`config.mk`:
```
export PLATFORM = sky130hd
export DESIGN_NAME = rtc_core
export DESIGN_NICKNAME = d
export VERILOG_FILES = /design/src/rtl/rtc_pkg.sv /design/src/rtl/rtc_prescaler.sv /design/src/rtl/rtc_timekeeper.sv /design/src/rtl/rtc_irq_ctrl.sv /design/src/rtl/rtc_core.sv
export SDC_FILE = /design/constraint.sdc
export NUM_CORES = 1
export LEC_CHECK = 0
export ABC_AREA = 1
export BUFFER_PORTS_ARGS = -buffer_cell sky130_fd_sc_hd__buf_2
export CAP_MARGIN = 20
export CORE_AREA = 2 2 118 120
export DETAILED_ROUTE_END_ITERATION = 6
export DIE_AREA = 0 0 120 122
export GPL_ROUTABILITY_DRIVEN = 0
export PLACE_DENSITY = 0.72
export RECOVER_POWER = 25
export SLEW_MARGIN = 25
export SYNTH_ARGS = -nofsm -noshare
export SYNTH_HDL_FRONTEND = slang
export SYNTH_SLANG_ARGS = --single-unit
```
`constraint.sdc`:
```
create_clock -name clk -period 3.43 [get_ports clk]
set_input_delay 0.1715 -clock clk [delete_from_list [all_inputs] [get_ports clk]]
set_output_delay 0.1715 -clock clk [all_outputs]
set_load 0.05 [all_outputs]
```
`src/rtl/rtc_pkg.sv`:
```
`timescale 1ns/1ps
package rtc_pkg;

    localparam int DATA_W     = 16;
    localparam int ADDR_W     = 6;
    localparam int DAY_W      = 16;
    localparam int STEP_LOG2  = 9;                 // 512 sub-second steps
    localparam int NUM_RATES  = STEP_LOG2;         // 2 Hz .. 512 Hz
    localparam int ACC_W      = 17;

    localparam logic [5:0] SEC_LAST  = 6'd59;
    localparam logic [5:0] MIN_LAST  = 6'd59;
    localparam logic [4:0] HOUR_LAST = 5'd23;

    localparam logic [ADDR_W-1:0] OFS_HM    = 6'h00;
    localparam logic [ADDR_W-1:0] OFS_SEC   = 6'h04;
    localparam logic [ADDR_W-1:0] OFS_AHM   = 6'h08;
    localparam logic [ADDR_W-1:0] OFS_ASEC  = 6'h0C;
    localparam logic [ADDR_W-1:0] OFS_CTRL  = 6'h10;
    localparam logic [ADDR_W-1:0] OFS_STAT  = 6'h14;
    localparam logic [ADDR_W-1:0] OFS_EN    = 6'h18;
    localparam logic [ADDR_W-1:0] OFS_DAY   = 6'h20;
    localparam logic [ADDR_W-1:0] OFS_ADAY  = 6'h24;

    localparam int BIT_ALARM  = 2;
    localparam int BIT_SEC    = 4;
    localparam int BIT_RATE0  = 7;                 // 2 Hz, then one bit per doubling
    localparam int CTRL_RUN   = 7;

    localparam logic [DATA_W-1:0] EVT_MASK = 16'hFF94;

    typedef enum logic [1:0] {
        REF_32768 = 2'b00,
        REF_32000 = 2'b01,
        REF_38400 = 2'b10,
        REF_SPARE = 2'b11
    } ref_sel_e;

    typedef struct packed {
        logic [DAY_W-1:0] day;
        logic [4:0]       hour;
        logic [5:0]       min;
        logic [5:0]       sec;
    } tod_t;

    function automatic logic [ACC_W-1:0] ref_divisor(input ref_sel_e sel);
        case (sel)
            REF_32000: return ACC_W'(32000);
            REF_38400: return ACC_W'(38400);
            default:   return ACC_W'(32768);
        endcase
    endfunction

    function automatic logic [DATA_W-1:0] pack_hm(input logic [4:0] h, input logic [5:0] m);
        return {3'b000, h, 2'b00, m};
    endfunction

    function automatic tod_t tod_advance(input tod_t t);
        tod_t n;
        n = t;
        if (t.sec == SEC_LAST) begin
            n.sec = '0;
            if (t.min == MIN_LAST) begin
                n.min = '0;
                if (t.hour == HOUR_LAST) begin
                    n.hour = '0;
                    n.day  = t.day + 1'b1;
                end else begin
                    n.hour = t.hour + 1'b1;
                end
            end else begin
                n.min = t.min + 1'b1;
            end
        end else begin
            n.sec = t.sec + 1'b1;
        end
        return n;
    endfunction

endpackage

```
`src/rtl/rtc_prescaler.sv`:
```
`timescale 1ns/1ps
module rtc_prescaler
    import rtc_pkg::*;
#(
    parameter int STEPS_LOG2 = STEP_LOG2,
    parameter int AW         = ACC_W
) (
    input  logic                  clk,
    input  logic                  rst,
    input  logic                  run,
    input  logic                  ref_tick,
    input  logic                  restart,
    input  logic [AW-1:0]         divisor,
    output logic                  sec_pulse,
    output logic [STEPS_LOG2-1:0] rate_pulse,
    output logic [STEPS_LOG2-1:0] step
);
    localparam logic [AW-1:0] STEP_INC = AW'(1) << STEPS_LOG2;

    logic [AW-1:0]         acc_q;
    logic [AW-1:0]         acc_sum;
    logic [STEPS_LOG2-1:0] step_q;
    logic [STEPS_LOG2-1:0] step_nxt;
    logic                  counting;
    logic                  advance;

    assign counting = run && ref_tick && !restart;
    assign acc_sum  = acc_q + STEP_INC;
    assign advance  = counting && (acc_sum >= divisor);
    assign step_nxt = step_q + 1'b1;

    always_ff @(posedge clk) begin
        if (rst || restart) begin
            acc_q  <= '0;
            step_q <= '0;
        end else if (counting) begin
            acc_q <= advance ? (acc_sum - divisor) : acc_sum;
            if (advance) step_q <= step_nxt;
        end
    end

    assign sec_pulse = advance && (step_nxt == '0);
    assign step      = step_q;

    // rate_pulse[k] is the 2^(k+1) Hz event: every 2^(STEPS_LOG2-1-k) steps
    for (genvar k = 0; k < STEPS_LOG2; k++) begin : g_rate
        if (k == STEPS_LOG2 - 1) begin : g_every
            assign rate_pulse[k] = advance;
        end else begin : g_div
            assign rate_pulse[k] = advance && (step_nxt[STEPS_LOG2-2-k:0] == '0);
        end
    end

endmodule

```
`src/rtl/rtc_timekeeper.sv`:
```
`timescale 1ns/1ps
module rtc_timekeeper
    import rtc_pkg::*;
(
    input  logic              clk,
    input  logic              rst,
    input  logic              sec_pulse,
    input  logic              wr_hm,
    input  logic              wr_sec,
    input  logic              wr_day,
    input  logic              wr_ahm,
    input  logic              wr_asec,
    input  logic              wr_aday,
    input  logic [DATA_W-1:0] wdata,
    output tod_t              now,
    output tod_t              alarm,
    output logic              alarm_hit
);
    tod_t now_q;
    tod_t alm_q;
    tod_t now_nxt;

    assign now_nxt   = tod_advance(now_q);
    assign alarm_hit = sec_pulse && (now_nxt == alm_q);

    always_ff @(posedge clk) begin
        if (rst) begin
            now_q <= '0;
            alm_q <= '0;
        end else begin
            if (sec_pulse) now_q <= now_nxt;
            if (wr_hm) begin
                now_q.hour <= wdata[12:8];
                now_q.min  <= wdata[5:0];
            end
            if (wr_sec) now_q.sec <= wdata[5:0];
            if (wr_day) now_q.day <= wdata[DAY_W-1:0];
            if (wr_ahm) begin
                alm_q.hour <= wdata[12:8];
                alm_q.min  <= wdata[5:0];
            end
            if (wr_asec) alm_q.sec <= wdata[5:0];
            if (wr_aday) alm_q.day <= wdata[DAY_W-1:0];
        end
    end

    assign now   = now_q;
    assign alarm = alm_q;

endmodule

```
`src/rtl/rtc_irq_ctrl.sv`:
```
`timescale 1ns/1ps
module rtc_irq_ctrl
    import rtc_pkg::*;
#(
    parameter logic [DATA_W-1:0] MASK = EVT_MASK
) (
    input  logic              clk,
    input  logic              rst,
    input  logic [DATA_W-1:0] set_vec,
    input  logic              clr_we,
    input  logic              en_we,
    input  logic [DATA_W-1:0] wdata,
    output logic [DATA_W-1:0] status,
    output logic [DATA_W-1:0] enable,
    output logic              irq
);
    logic [DATA_W-1:0] stat_q;
    logic [DATA_W-1:0] en_q;
    logic [DATA_W-1:0] clr_vec;

    assign clr_vec = clr_we ? wdata : '0;

    always_ff @(posedge clk) begin
        if (rst) begin
            stat_q <= '0;
            en_q   <= '0;
        end else begin
            stat_q <= ((stat_q & ~clr_vec) | set_vec) & MASK;
            if (en_we) en_q <= wdata & MASK;
        end
    end

    assign status = stat_q;
    assign enable = en_q;
    assign irq    = |(stat_q & en_q);

endmodule

```
`src/rtl/rtc_core.sv`:
```
`timescale 1ns/1ps
module rtc_core
    import rtc_pkg::*;
(
    input  logic              clk,
    input  logic              rst,
    input  logic              ref_tick,
    input  logic              reg_we,
    input  logic [ADDR_W-1:0] reg_addr,
    input  logic [DATA_W-1:0] reg_wdata,
    output logic [DATA_W-1:0] reg_rdata,
    output logic              irq
);
    logic              ctrl_run;
    ref_sel_e          ctrl_sel;
    logic              wr_hm, wr_sec, wr_day, wr_ahm, wr_asec, wr_aday;
    logic              wr_ctrl, wr_stat, wr_en;
    logic              time_wr;
    logic              sec_pulse;
    logic [NUM_RATES-1:0] rate_pulse;
    logic [STEP_LOG2-1:0] presc_step;
    logic              alarm_hit;
    tod_t              tod_now;
    tod_t              tod_alarm;
    logic [DATA_W-1:0] set_vec;
    logic [DATA_W-1:0] stat_q;
    logic [DATA_W-1:0] en_q;

    assign wr_hm   = reg_we && (reg_addr == OFS_HM);
    assign wr_sec  = reg_we && (reg_addr == OFS_SEC);
    assign wr_day  = reg_we && (reg_addr == OFS_DAY);
    assign wr_ahm  = reg_we && (reg_addr == OFS_AHM);
    assign wr_asec = reg_we && (reg_addr == OFS_ASEC);
    assign wr_aday = reg_we && (reg_addr == OFS_ADAY);
    assign wr_ctrl = reg_we && (reg_addr == OFS_CTRL);
    assign wr_stat = reg_we && (reg_addr == OFS_STAT);
    assign wr_en   = reg_we && (reg_addr == OFS_EN);
    assign time_wr = wr_hm || wr_sec || wr_day;

    always_ff @(posedge clk) begin
        if (rst) begin
            ctrl_run <= 1'b0;
            ctrl_sel <= REF_32768;
        end else if (wr_ctrl) begin
            ctrl_run <= reg_wdata[CTRL_RUN];
            ctrl_sel <= ref_sel_e'(reg_wdata[6:5]);
        end
    end

    rtc_prescaler #(
        .STEPS_LOG2 (STEP_LOG2),
        .AW         (ACC_W)
    ) u_presc (
        .clk        (clk),
        .rst        (rst),
        .run        (ctrl_run),
        .ref_tick   (ref_tick),
        .restart    (time_wr),
        .divisor    (ref_divisor(ctrl_sel)),
        .sec_pulse  (sec_pulse),
        .rate_pulse (rate_pulse),
        .step       (presc_step)
    );

    rtc_timekeeper u_time (
        .clk       (clk),
        .rst       (rst),
        .sec_pulse (sec_pulse),
        .wr_hm     (wr_hm),
        .wr_sec    (wr_sec),
        .wr_day    (wr_day),
        .wr_ahm    (wr_ahm),
        .wr_asec   (wr_asec),
        .wr_aday   (wr_aday),
        .wdata     (reg_wdata),
        .now       (tod_now),
        .alarm     (tod_alarm),
        .alarm_hit (alarm_hit)
    );

    always_comb begin
        set_vec = '0;
        set_vec[BIT_ALARM] = alarm_hit;
        set_vec[BIT_SEC]   = sec_pulse;
        set_vec[BIT_RATE0 +: NUM_RATES] = rate_pulse;
    end

    rtc_irq_ctrl #(
        .MASK (EVT_MASK)
    ) u_irq (
        .clk     (clk),
        .rst     (rst),
        .set_vec (set_vec),
        .clr_we  (wr_stat),
        .en_we   (wr_en),
        .wdata   (reg_wdata),
        .status  (stat_q),
        .enable  (en_q),
        .irq     (irq)
    );

    always_comb begin
        case (reg_addr)
            OFS_HM:   reg_rdata = pack_hm(tod_now.hour, tod_now.min);
            OFS_SEC:  reg_rdata = {10'd0, tod_now.sec};
            OFS_AHM:  reg_rdata = pack_hm(tod_alarm.hour, tod_alarm.min);
            OFS_ASEC: reg_rdata = {10'd0, tod_alarm.sec};
            OFS_CTRL: reg_rdata = {8'd0, ctrl_run, ctrl_sel, 5'd0};
            OFS_STAT: reg_rdata = stat_q;
            OFS_EN:   reg_rdata = en_q;
            OFS_DAY:  reg_rdata = tod_now.day;
            OFS_ADAY: reg_rdata = tod_alarm.day;
            default:  reg_rdata = '0;
        endcase
    end

endmodule

```
; Word level (Yosys, flattened, before mapping)
; Index checks and enable logic that the tools add are counted.
[word_totals]
in_bits = 26
register_bits = 122
[op_classes]
order_cmp = 1
eq_ne = 14
addsub = 7
bitwise_logic = 5
reduce_logical = 40
n_mux = 14
[ops]
columns = operator, count
row1 = case mux 16 bit (9 select lines), 1
row2 = 2-to-1 mux 16 bit, 3
row3 = equality test 33 bit, 1
row4 = 2-to-1 mux 33 bit, 1
row5 = bitwise AND 16 bit, 2
row6 = case mux 16 bit (2 select lines), 1
row7 = 2-to-1 mux 27 bit, 1
row8 = equality test 6 bit (second input constant), 4
row9 = logical AND 1 bit, 22
row10 = 2-to-1 mux 21 bit, 1
row11 = equality test 6 x 5 -> 1 bit (second input constant), 3
row12 = 2-to-1 mux 6 bit, 3
row13 = adder 17 x 10 -> 17 bit (second input constant), 1
row14 = greater-or-equal comparator 17 x 16 -> 1 bit, 1
row15 = 2-to-1 mux 17 bit, 1
row16 = subtractor 17 x 16 -> 17 bit, 1
row17 = adder 16 x 1 -> 16 bit (second input constant), 1
row18 = inverter 16 bit, 1
row19 = OR 16 bit, 1
row20 = OR reduction 16 bit, 1
row21 = adder 6 x 1 -> 6 bit (second input constant), 2
row22 = equality test 6 x 4 -> 1 bit (second input constant), 2
row23 = zero test 6 bit, 2
row24 = 2-to-1 mux 11 bit, 1
row25 = other kinds (19), 23

; Depth between registers and ports, before layout
[depth]
ltp_word = 10
depth_mapped = 20
mapped_depth_nobuf = 19

; Hierarchy
; From an unflattened synthesis, not the netlist that was laid out.
[unflattened]
hier_cells = 1462
area_unflattened_um2 = 8714.6
[modules_own_cells]
columns = mod, n_inst, cells_per_inst, area_each_um2
row1 = rtc_timekeeper, 1, 658, 4088.9
row2 = rtc_prescaler, 1, 420, 2502.4
row3 = rtc_core, 1, 258, 1204.9
row4 = rtc_irq_ctrl, 1, 126, 918.4

; Worst setup path before layout
; No wires, ideal clock.
[synth_timing]
path_kind = register to register
startpoint = register u_presc.acc_q[9]
endpoint = register u_time.now_q, in the netlist u_time.now[11]
required_time_ns = 3.317
period_less_slack_ns = 2.586
stages_incl_launch_ff = 21
path_slack_ns = 0.844
n_path_buf = 1
arrival_time_ns = 2.473
cell_sequence = dfxtp_1 > ha_1 > nand3_1 > nand3b_1 > xor2_1 > inv_1 > ha_1 > inv_1 > nor3_1 > inv_1 > o21ai_0 > nor2_1 > nand2_2 > nand2_4 > inv_4 > nand2_8 > nand2_2 > buf_6 > nand3_1 > nand2_1 > nor2_1
[synth_between]
elab_chain_cells = 5
[synth_lines]
columns = item, line
row1 = from (decl), rtc_prescaler.sv:20  ; logic [AW-1:0] acc_q;
row2 = from (signal assigned), rtc_prescaler.sv:37  ; acc_q <= advance ? (acc_sum - divisor) : acc_sum;
row3 = adder 17 x 10 -> 17 bit, rtc_prescaler.sv:28  ; assign acc_sum = acc_q + STEP_INC;
row4 = greater-or-equal comparator 17 x 16 -> 1 bit, rtc_prescaler.sv:29  ; assign advance = counting && (acc_sum >= divisor);
row5 = logical AND 1 bit, rtc_prescaler.sv:29
row6 = logical AND 1 bit, rtc_prescaler.sv:42  ; assign sec_pulse = advance && (step_nxt == '0);
row7 = nonzero test 2 bit (no source line), n/a
row8 = to (signal assigned), rtc_timekeeper.sv:31  ; if (sec_pulse) now_q <= now_nxt;
row9 = to (decl), rtc_timekeeper.sv:19  ; tod_t now_q;
; Every way passes these cells.
; A chain may end at the register's enable or synchronous reset.

; Worst setup path after layout
[layout_timing]
startpoint = register u_presc.acc_q[9]
endpoint = register u_irq.stat_q[2], in the netlist u_irq.status[2]
[layout_between]
elab_chain_cells = 6
[layout_lines]
columns = item, line
row1 = adder 17 x 10 -> 17 bit, rtc_prescaler.sv:28
row2 = greater-or-equal comparator 17 x 16 -> 1 bit, rtc_prescaler.sv:29
row3 = logical AND 1 bit, rtc_prescaler.sv:29
row4 = logical AND 1 bit, rtc_prescaler.sv:42
row5 = logical AND 1 bit, rtc_timekeeper.sv:24  ; assign alarm_hit = sec_pulse && (now_nxt == alm_q);
row6 = OR 16 bit, rtc_irq_ctrl.sv:28  ; stat_q <= ((stat_q & ~clr_vec) | set_vec) & MASK;
row7 = to (signal assigned), rtc_irq_ctrl.sv:28
row8 = to (decl), rtc_irq_ctrl.sv:17  ; logic [DATA_W-1:0] stat_q;
; Every way passes these cells.

==> qor.csv <==
stage;metric;value;unit
sta;Least-Margin Pin Slew;1450;ps
clock_network;clock sink count;109;
detailed_routing;uppermost layer routed;met4;
place;Port Buffers;42;
detailed_routing;Met1 Wirelength;9340;microns
die;core area;13500;sq um
sta;part of the cycle the worst path needs;91.8;%
finish;fraction of layout cells with a size suffix above 1;9.15;%
logic_synthesis;Syn Inst Count;1117;
die;initial core utilization;53.2;%
logic_synthesis;Synth area leaders;dfxtp_1 (30%), nand2_1 (14%), inv_1 (7.0%);
global_route;largest net degree at the start of global routing;54;
sta;Post-Route Setup TNS;0;ps
logic_synthesis;post-synth cell types;46;
logic_synthesis;Synth Cell Area;7190;sq um
setup_path;arrival time at the worst endpoint;3440;ps
setup_path;critical path class;reg2reg;
detailed_routing;Final ANT Viol Nets;0;
hold_path;HP Class;in2reg;
die;die area;14600;sq um
logic_synthesis;Seq/Total Area, Yosys;30.4;%
logic_synthesis;Warnings, synthesis;0;
sta;Max Fclk;318;MHz
finish;commonest non-fill, non-tap cell in the layout;nand2_1;
clock_network;Root Buffer;clkbuf_16;
die;IO Pins;43;
detailed_routing;met2 WL;10100;microns
sta;final slew viol count;0;
logic_synthesis;number of synthesized flops with an enable pin;0;
setup_path;Crit. End Element;flip-flop;
die;chip height;122;microns
logic_synthesis;largest area contributor in the netlist;dfxtp_1;
logic_synthesis;Mapped Nets;1161;
pwr;P per Cell Area;321;nW/um^2
finish;fin nets;1186;
setup_path;Worst EP required;3720;ps
sta;fin crit period;3150;ps
sta;Final setup viols;0;
logic_synthesis;Top FF cell, synth;dfxtp_1;
setup_path;CP Launch Type;flip-flop;
pwr;Peak supply drop;0.000344;V
place;DP Wirelength;16300;microns
finish;Synth-to-Final Area Change;8.95;%
global_route;vias in the first global route;6828;
logic_synthesis;ys async rst share;0;%
clock_network;Clk Latency, worst-skew pair;360;ps
global_route;total track usage;30.7;%
sta;RSZ-0062 raised after global routing;no;
sta;hold_ws;107;ps
detailed_routing;Via Count;7624;
die;width of the die;120;microns
pwr;leakage power;3.20;nW
outcome;status;finished, final reports clean;
logic_synthesis;Synth Register Bits;109;
global_route;initial antenna violation count;0;
detailed_routing;initial drt markers;713;
logic_synthesis;Yosys top cell area share;30.4;%
finish;antenna cell count;0;
clock_network;CTS H-Tree Depth;3;
detailed_routing;Routed WL;22200;microns
pwr;total power;2.51;mW
global_route;global route overflow;0;
clock_network;Worst-path clk slew;80;ps
clock_network;CTS tree;done;
die;site row count;43;
finish;most frequent cells in the layout;nand2_1 (262), inv_1 (135), nor2_1 (112), dfxtp_1 (109), nand3_1 (95);
logic_synthesis;Syn Area/Cell;6.44;sq um
detailed_routing;Remaining DRCs;0;
setup_path;Max FO, Critical Path;19;
global_route;first-pass GRT wire length;35100;microns
run;max-capacitance violation count;0;
detailed_routing;Avg WL per Cell;16.7;microns
detailed_routing;Via density;5.75;
clock_network;total CTS buffers;9;
clock_network;Max clock buf depth;2;
detailed_routing;met3 wire length;1920;microns
sta;Setup Skew;8.53;ps
sta;final count of hold timing violations;0;
sta;Worst slew margin;3.46;%
detailed_routing;DR pass1 iterations;5;
-- worst paths after layout --
check | from | slack [ps] | endpoint | cells after the start
setup / recovery | u_presc.acc_q[9] | 280 | u_irq.status[2] | 18
hold / removal | reg_wdata[14] | 110 | u_time.alarm[31] | 3
setup reg to reg | u_presc.acc_q[9] | 280 | u_irq.status[2] | 18
hold reg to reg | u_irq.status[15] | 480 | u_irq.status[15] | 2
-- logic make-up (layout without fill, tap and decap cells) --
logic type | Yosys count | in the layout | synth area share (%)
XOR/XNOR | 28 | 28 | 3.72
AO/OA/AOI/OAI | 238 | 238 | 19.2
AND/OR/NAND/NOR | 536 | 536 | 33.1
adder cells (fa/ha/maj) | 18 | 18 | 3.24
flip-flops | 109 | 109 | 30.4
buffers and inverters | 188 | 218 | 10.4
-- sequential cells by signal, indices dropped and copies added (netlist names) --
name and flops:
u_time.alarm 33, u_time.now 33, u_irq.enable 11, u_irq.status 11, u_presc.acc_q 9, u_presc.step 9
ctrl_sel 2, ctrl_run 1
-- cell type report --
class                           instances  area [sq um]
Fill cell                            1397          5670
Multi-Input combinational cell        820          4280
Sequential cell                       109          2180
Inverter                              148           558
Timing Repair Buffer                   54           288
Clock buffer                           10           229
Tap cell                              180           225
Clock inverter                          6          70.1
-- report_power, final --
group	switching, mW	internal, mW
clock	0.518	0.576
sequential	0.00641	1.27
combinational	0.103	0.0381
total	0.627	1.88
-- worst max-delay path, cell delays in order, from the launching register on --
cell and delay (ps):
dfxtp_1 420, ha_1 220, nand3_1 120, nand3b_1 190
xor2_1 130, inv_1 70, ha_1 320, inv_1 60
nor3_1 160, inv_1 70, o21ai_0 150, nor2_1 80
nand2_2 140, nand2_4 140, inv_4 110, nand2_8 140
inv_2 240, nand3_1 150, a21oi_1 140
-- metal layers --
layer  global-route usage [%]  vias up
met3                     6.93       51
li1                         -     3758
met1                     39.5     3481
met5                        0        -
met2                     49.3      334
met4                     13.9        0
-- repair_timing --
item | in CTS | in global routing
hold buffers | 0 | 0
buffers inserted | 0 | 0
setup endpoints to repair | 0 | 25
resized for setup | 0 | 3
-- per-stage QoR --
step / utilization [%] / cells / setup WS, ps / instance area, sq um
floorplan: - / 1117 / 844 / 7190
global placement: 55.8 / 1311 / 306 / 7530
detailed placement: 55.8 / 1311 / 202 / 7530
CTS: 58.0 / 1327 / 163 / 7830
global route: 58.0 / 1327 / 5.33 / 7830
finish: 58.0 / 1327 / 282 / 7830
-- cell usage after synthesis, types with 2 or more instances --
library cell and instances:
nand4_1 22, buf_6 2, xnor2_1 5, o221ai_1 3, clkbuf_1 25, nor3_2 2, nor2_1 112, nand3b_1 7
nor2_4 6, o21ai_0 75, nand2_2 7, nor3_4 2, nand3_2 2, a211oi_1 24, ha_1 17, xor2_1 21
o2111ai_1 4, a2111oi_0 2, o21ai_1 3, nor3_1 9, a32o_1 5, o22ai_1 9, a22oi_1 14, nand3_1 95
nor2_2 3, buf_2 9, dfxtp_1 109, inv_1 134, o211ai_1 7, nand2_1 262, a31oi_1 2, or2_2 3
buf_4 3, inv_2 12, a21oi_1 89
(Power assumes the default switching activity.)
